**src/rtl/wdt_pkg.sv**
```systemverilog
package wdt_pkg;
  localparam int unsigned CNT_W = 7;
  typedef logic [CNT_W-1:0] wdt_cnt_t;

  localparam wdt_cnt_t CNT_INIT   = 7'h7F;
  localparam wdt_cnt_t CNT_EXPIRE = 7'h40;

  // Next count on a prescaler period: plain modulo-128 decrement.
  function automatic wdt_cnt_t wdt_dec(input wdt_cnt_t c);
    return c - wdt_cnt_t'(1);
  endfunction

  // A decrement from this value clears the top count bit.
  function automatic logic wdt_expires(input wdt_cnt_t c);
    return c == CNT_EXPIRE;
  endfunction

  // A written value whose top count bit is clear means an expiry at once.
  function automatic logic wdt_top_clear(input logic [7:0] v);
    return !v[CNT_W-1];
  endfunction
endpackage

```
**src/rtl/wdt_prescaler.sv**
```systemverilog
module wdt_prescaler #(
  parameter int unsigned DIV = 49152
) (
  input  logic clk,
  input  logic por_n,
  input  logic clr,
  input  logic cyc_en,
  output logic tick
);
  generate
    if (DIV <= 1) begin : g_direct
      assign tick = cyc_en && !clr;
    end else begin : g_count
      localparam int unsigned PW = $clog2(DIV);
      localparam logic [PW-1:0] LAST = PW'(DIV - 1);
      logic [PW-1:0] pre_q;
      logic          at_last;

      assign at_last = (pre_q == LAST);
      assign tick    = cyc_en && at_last && !clr;

      always_ff @(posedge clk or negedge por_n) begin
        if (!por_n) begin
          pre_q <= '0;
        end else if (clr) begin
          pre_q <= '0;
        end else if (cyc_en) begin
          pre_q <= at_last ? '0 : pre_q + PW'(1);
        end
      end
    end
  endgenerate
endmodule

```
**src/rtl/wdt_counter.sv**
```systemverilog
module wdt_counter
  import wdt_pkg::*;
(
  input  logic     clk,
  input  logic     por_n,
  input  logic     hold,
  input  logic     load,
  input  wdt_cnt_t load_val,
  input  logic     dec,
  output wdt_cnt_t cnt
);
  always_ff @(posedge clk or negedge por_n) begin
    if (!por_n) begin
      cnt <= CNT_INIT;
    end else if (hold) begin
      cnt <= CNT_INIT;
    end else if (load) begin
      cnt <= load_val;
    end else if (dec) begin
      cnt <= wdt_dec(cnt);
    end
  end
endmodule

```
**src/rtl/wdt_ctrl.sv**
```systemverilog
module wdt_ctrl
  import wdt_pkg::*;
(
  input  logic       clk,
  input  logic       por_n,
  input  logic       hold,
  input  logic       wr_en,
  input  logic [7:0] wr_data,
  input  logic       tick,
  input  wdt_cnt_t   cnt,
  input  logic       halt_enter,
  input  logic       opt_halt_rst,
  input  logic       opt_hw_wdg,
  output logic       active,
  output logic       fire
);
  logic sw_arm_q;
  logic arm_after_wr;
  logic fire_wr;
  logic fire_cnt;
  logic fire_halt;

  assign active       = sw_arm_q || opt_hw_wdg;
  assign arm_after_wr = active || wr_data[7];

  assign fire_wr   = wr_en && arm_after_wr && wdt_top_clear(wr_data);
  assign fire_cnt  = !wr_en && tick && active && wdt_expires(cnt);
  assign fire_halt = halt_enter && opt_halt_rst && active;
  assign fire      = !hold && (fire_wr || fire_cnt || fire_halt);

  always_ff @(posedge clk or negedge por_n) begin
    if (!por_n) begin
      sw_arm_q <= 1'b0;
    end else if (hold) begin
      sw_arm_q <= 1'b0;
    end else if (wr_en && wr_data[7]) begin
      sw_arm_q <= 1'b1;
    end
  end
endmodule

```
**src/rtl/wdt_rst_pulse.sv**
```systemverilog
module wdt_rst_pulse #(
  parameter int unsigned LEN = 64
) (
  input  logic clk,
  input  logic por_n,
  input  logic fire,
  output logic busy
);
  localparam int unsigned LW = $clog2(LEN + 1);
  logic [LW-1:0] left_q;

  assign busy = (left_q != '0);

  always_ff @(posedge clk or negedge por_n) begin
    if (!por_n) begin
      left_q <= '0;
    end else if (busy) begin
      left_q <= left_q - LW'(1);
    end else if (fire) begin
      left_q <= LW'(LEN);
    end
  end
endmodule

```
**src/rtl/wdt_core.sv**
```systemverilog
module wdt_core
  import wdt_pkg::*;
#(
  parameter int unsigned PRESC_DIV = 49152,
  parameter int unsigned PULSE_LEN = 64
) (
  input  logic       clk,
  input  logic       por_n,
  input  logic       cyc_en,
  input  logic       wr_en,
  input  logic [7:0] wr_data,
  output logic [7:0] rd_data,
  input  logic       halt_enter,
  input  logic       opt_halt_rst,
  input  logic       opt_hw_wdg,
  output logic       wdg_rst_n
);
  logic     tick;
  logic     fire;
  logic     busy;
  logic     active;
  logic     wr_live;
  wdt_cnt_t cnt;

  assign wr_live = wr_en && !busy;

  wdt_prescaler #(.DIV(PRESC_DIV)) u_pre (
    .clk    (clk),
    .por_n  (por_n),
    .clr    (wr_live || busy),
    .cyc_en (cyc_en),
    .tick   (tick)
  );

  wdt_counter u_cnt (
    .clk      (clk),
    .por_n    (por_n),
    .hold     (busy),
    .load     (wr_live),
    .load_val (wr_data[CNT_W-1:0]),
    .dec      (tick),
    .cnt      (cnt)
  );

  wdt_ctrl u_ctrl (
    .clk          (clk),
    .por_n        (por_n),
    .hold         (busy),
    .wr_en        (wr_live),
    .wr_data      (wr_data),
    .tick         (tick),
    .cnt          (cnt),
    .halt_enter   (halt_enter),
    .opt_halt_rst (opt_halt_rst),
    .opt_hw_wdg   (opt_hw_wdg),
    .active       (active),
    .fire         (fire)
  );

  wdt_rst_pulse #(.LEN(PULSE_LEN)) u_pulse (
    .clk   (clk),
    .por_n (por_n),
    .fire  (fire),
    .busy  (busy)
  );

  assign rd_data   = {active, cnt};
  assign wdg_rst_n = !busy;
endmodule

```
**config.mk**
```make
export PLATFORM = sky130hd
export DESIGN_NAME = wdt_core
export DESIGN_NICKNAME = d
export VERILOG_FILES = /design/src/rtl/wdt_pkg.sv /design/src/rtl/wdt_prescaler.sv /design/src/rtl/wdt_counter.sv /design/src/rtl/wdt_ctrl.sv /design/src/rtl/wdt_rst_pulse.sv /design/src/rtl/wdt_core.sv
export SDC_FILE = /design/constraint.sdc
export NUM_CORES = 1
export LEC_CHECK = 0
export ABC_AREA = 1
export ABC_CLOCK_PERIOD_IN_PS = 4330
export CAP_MARGIN = 10
export CORE_ASPECT_RATIO = 0.7
export CORE_MARGIN = 4
export CORE_UTILIZATION = 55
export CTS_BUF_LIST = sky130_fd_sc_hd__clkbuf_16
export CTS_CLUSTER_DIAMETER = 60
export DETAILED_ROUTE_END_ITERATION = 12
export DONT_BUFFER_PORTS = 1
export PLACE_DENSITY = 0.7
export SLEW_MARGIN = 30
export SYNTH_ARGS = -nofsm -noshare
export SYNTH_HDL_FRONTEND = slang
export SYNTH_SLANG_ARGS = --single-unit
```
**constraint.sdc**
```tcl
create_clock -name clk -period 4.33 [get_ports clk]
set_clock_uncertainty 0.05 [all_clocks]
set_input_delay 0.6495 -clock clk [delete_from_list [all_inputs] [get_ports clk]]
set_output_delay 0.6495 -clock clk [all_outputs]
set_load 0.01 [all_outputs]
```
==> results.md <==
* R2R Path End: u_pulse.left_q[1]
* TritonCTS Buffers at 5
* PortBufs at 0
* Nets at 262
* Clk pin slew, worst setup/hold paths at 0.05 ns
* Yosys warns at 0
* Root buf cell: clkbuf_16
* DRC at 0
* HP Class: input pin to asynchronous set/reset pin
* Rows at 17
* Cts hold-fix bufs at 0
* CTS HTree Levels at 2
* Slew at the pin closest to its max-slew limit at around 0.38 ns
* Highest net fanout along the worst path at 10
* Synth unique cells at 32
* Placed instance area at 1850 µm²
* Initial antenna violation count at 0
* Worst-Skew Late Latency at 0.28 ns
* Layout cell share with drive strength beyond 1 at 12.7%
* Worst flop-to-flop path startpoint: u_pulse.left_q[0]
* Vias in the first global route at around 1300
* Area grow syn2layout at 8.16%
* DR vias/cell at around 5.3
* Core ar. at roughly 3200 µm²
* Avg WL per Cell at around 14 µm
* Initial Utilization at 58.0%
* Maximum clock frequency at 453 MHz
* Worst hold slack at 0.0184 ns
* Met1 Usage GRT at between 30% and 40%
* Kind of end point of the critical path: output pin
* Detailed placement HPWL at 2.90 mm
* Clk sinks at 31
* Final setup vio count at 0
* Critical path type: flop to output pin
* Mapped cell area at 1840 µm²
* Status: complete, no violations
* Post-route cell area at between 1500 and 2000 µm²
* CTS tree: yes
* Critical Path AT at 1.51 ns
* Die span in x at just under 80 µm
* First-pass GRT wire length at 6.52 mm
* Most used routing layer: met1
* Synthesized area per cell at 7.66 µm²
* Final Hold Fails at 0
* Mapped Nets at 259
* Die height at 56.4 µm
* Maximum root-to-sink buffer count at 2
* Synthesized flop and latch total at 31
* Power density over the cells at a little over 300 nW/µm²
* Total track usage at 19.2%
* GR Layer Usage met2 at 23.0%
* Setup Fix Bufs, Post-CTS at 0
* Post-CTS Resized at 0
* RePlAce Congestion at 0.812
* Largest net degree at the start of global routing at 32
* Max VDD drop at 0.215 mV
* TritonRoute pass-1 iters at 4
* Static Leak at roughly 0.91 nW
* RSZ-0062 raised after global routing: false
* Maximum capacitance violations at 0
* Rel. slew slack at between 70% and 80%
* Global-route met3 utilization at 5.13%
* GRT overflow at 0
* Pins Over Slew Limit at 0
* Detailed router's first-iteration violation count at 124
* Final min period at 2.21 ns
* Sequential fraction of the synthesis area at a little over two fifths
* Post-route setup TNS at 0 ns
* Reg2Reg Depth at 11
* Critical path startpoint category: flop
* Io pins at 24
* R2R Setup Slk at approximately 2.3 ns
* Routed Antenna Nets at 0
* # diodes at 0
* Mapped Cells at 240
* Die area at ~4300 µm²
* CP required at around 3.6 ns
* Crit share post-route at about 51%
* Final WL at 3.85 mm
* DR vias at 1484
[Yosys cell counts, drive strengths merged]
master	count	area, µm²
a21oi	16	95.1
a31oi	2	12.5
buf	4	33.8
clkinv	1	3.75
dfrtp	24	601
dfstp	7	184
ha	4	50.1
inv	31	121
nand2	57	224
nand3	13	65.1
nand4	2	27.5
nor2	42	186
nor3	7	45.0
nor4	1	6.26
o21ai	15	78.8
o22ai	4	25.0
or2	3	18.8
xnor2	3	26.3
xor2	4	35.0
[stage by stage]
stage / util (%) / power [W] / setup slack [ns] / instances
4_1_cts: 62.8 / 0.000616 / 2.14 / 282
5_1_grt: 62.8 / 0.000634 / 2.05 / 282
6_report: 62.8 / 0.000612 / 2.12 / 282
3_5_place_dp: 58.5 / 0.000299 / 2.31 / 274
2_1_floorplan: - / 0.000300 / 2.59 / 240
3_3_place_gp: 58.5 / 0.000299 / 2.32 / 274
[routing by layer]
metal,vias to the layer above,routed length [µm]
met5,-,0
met4,0,90
met3,10,262
met2,43,1350
met1,659,2140
li1,772,-
[layout by cell type, fill, tap and decap left out, types with 2 or more instances in the layout]
| cell | count |
|---|---|
| nand2_1 | 55 |
| nor2_1 | 38 |
| inv_1 | 32 |
| dfrtp_1 | 24 |
| nand3_1 | 13 |
| a21oi_1 | 12 |
| o21ai_0 | 7 |
| o21ai_1 | 7 |
| dfstp_2 | 7 |
| nor3_1 | 5 |
| clkbuf_16 | 5 |
| o22ai_1 | 4 |
| xor2_1 | 4 |
| a21oi_2 | 4 |
| ha_1 | 4 |
| xnor2_1 | 3 |
| or2_2 | 3 |
| nor2_2 | 2 |
| inv_4 | 2 |
| a31oi_1 | 2 |
| nor3_2 | 2 |
[critical path: stages (launching register included)]
cell	delay [ns]
dfrtp_1	0.37
inv_1	0.12
ha_1	0.16
inv_1	0.04
nor2_2	0.17
nand2_1	0.14
clkinv_1	0.23
[cells by family after synthesis]
kind of cell	Yosys count	share of synthesized area (%)
AO/OA/AOI/OAI	37	11.5
XOR/XNOR	7	3.33
adder cells (fa/ha/maj)	4	2.72
buffers and inverters	36	8.64
flip-flops	31	42.7
AND/OR/NAND/NOR	125	31.2
[layout make-up]
type,instances,area (µm²)
inverter,32,125
clock buffer,5,125
sequential,31,785
fill,280,1180
tap,38,47.5
multi-input combinational,173,896
clock inverter,3,11.3
[registers in the layout, summed over array words and instances, names as in the netlist]
name and cells:
u_pre.g_count.pre_q 16, u_cnt.cnt 7, u_pulse.left_q 7, u_ctrl.sw_arm_q 1
[how the worst max path moves through the flow]
stage,slack (ns),endpoint,startpoint
final,2.12,wdg_rst_n,u_pulse.left_q[0]
after global routing,2.05,wdg_rst_n,u_pulse.left_q[0]
after CTS,2.14,wdg_rst_n,u_pulse.left_q[0]
after detailed placement,2.31,u_pulse.left_q[1],u_pulse.left_q[0]
after global placement,2.32,u_pulse.left_q[1],u_pulse.left_q[0]
after floorplan,2.59,wdg_rst_n,u_pulse.left_q[0]
[report_power, final]
group          leakage (nW)  switching (W)  internal, W
Combinational         0.435     0.00000215   0.00000139
Sequential            0.400              0     0.000291
Clock                0.0776       0.000113     0.000206
(Power assumes the default switching activity.)
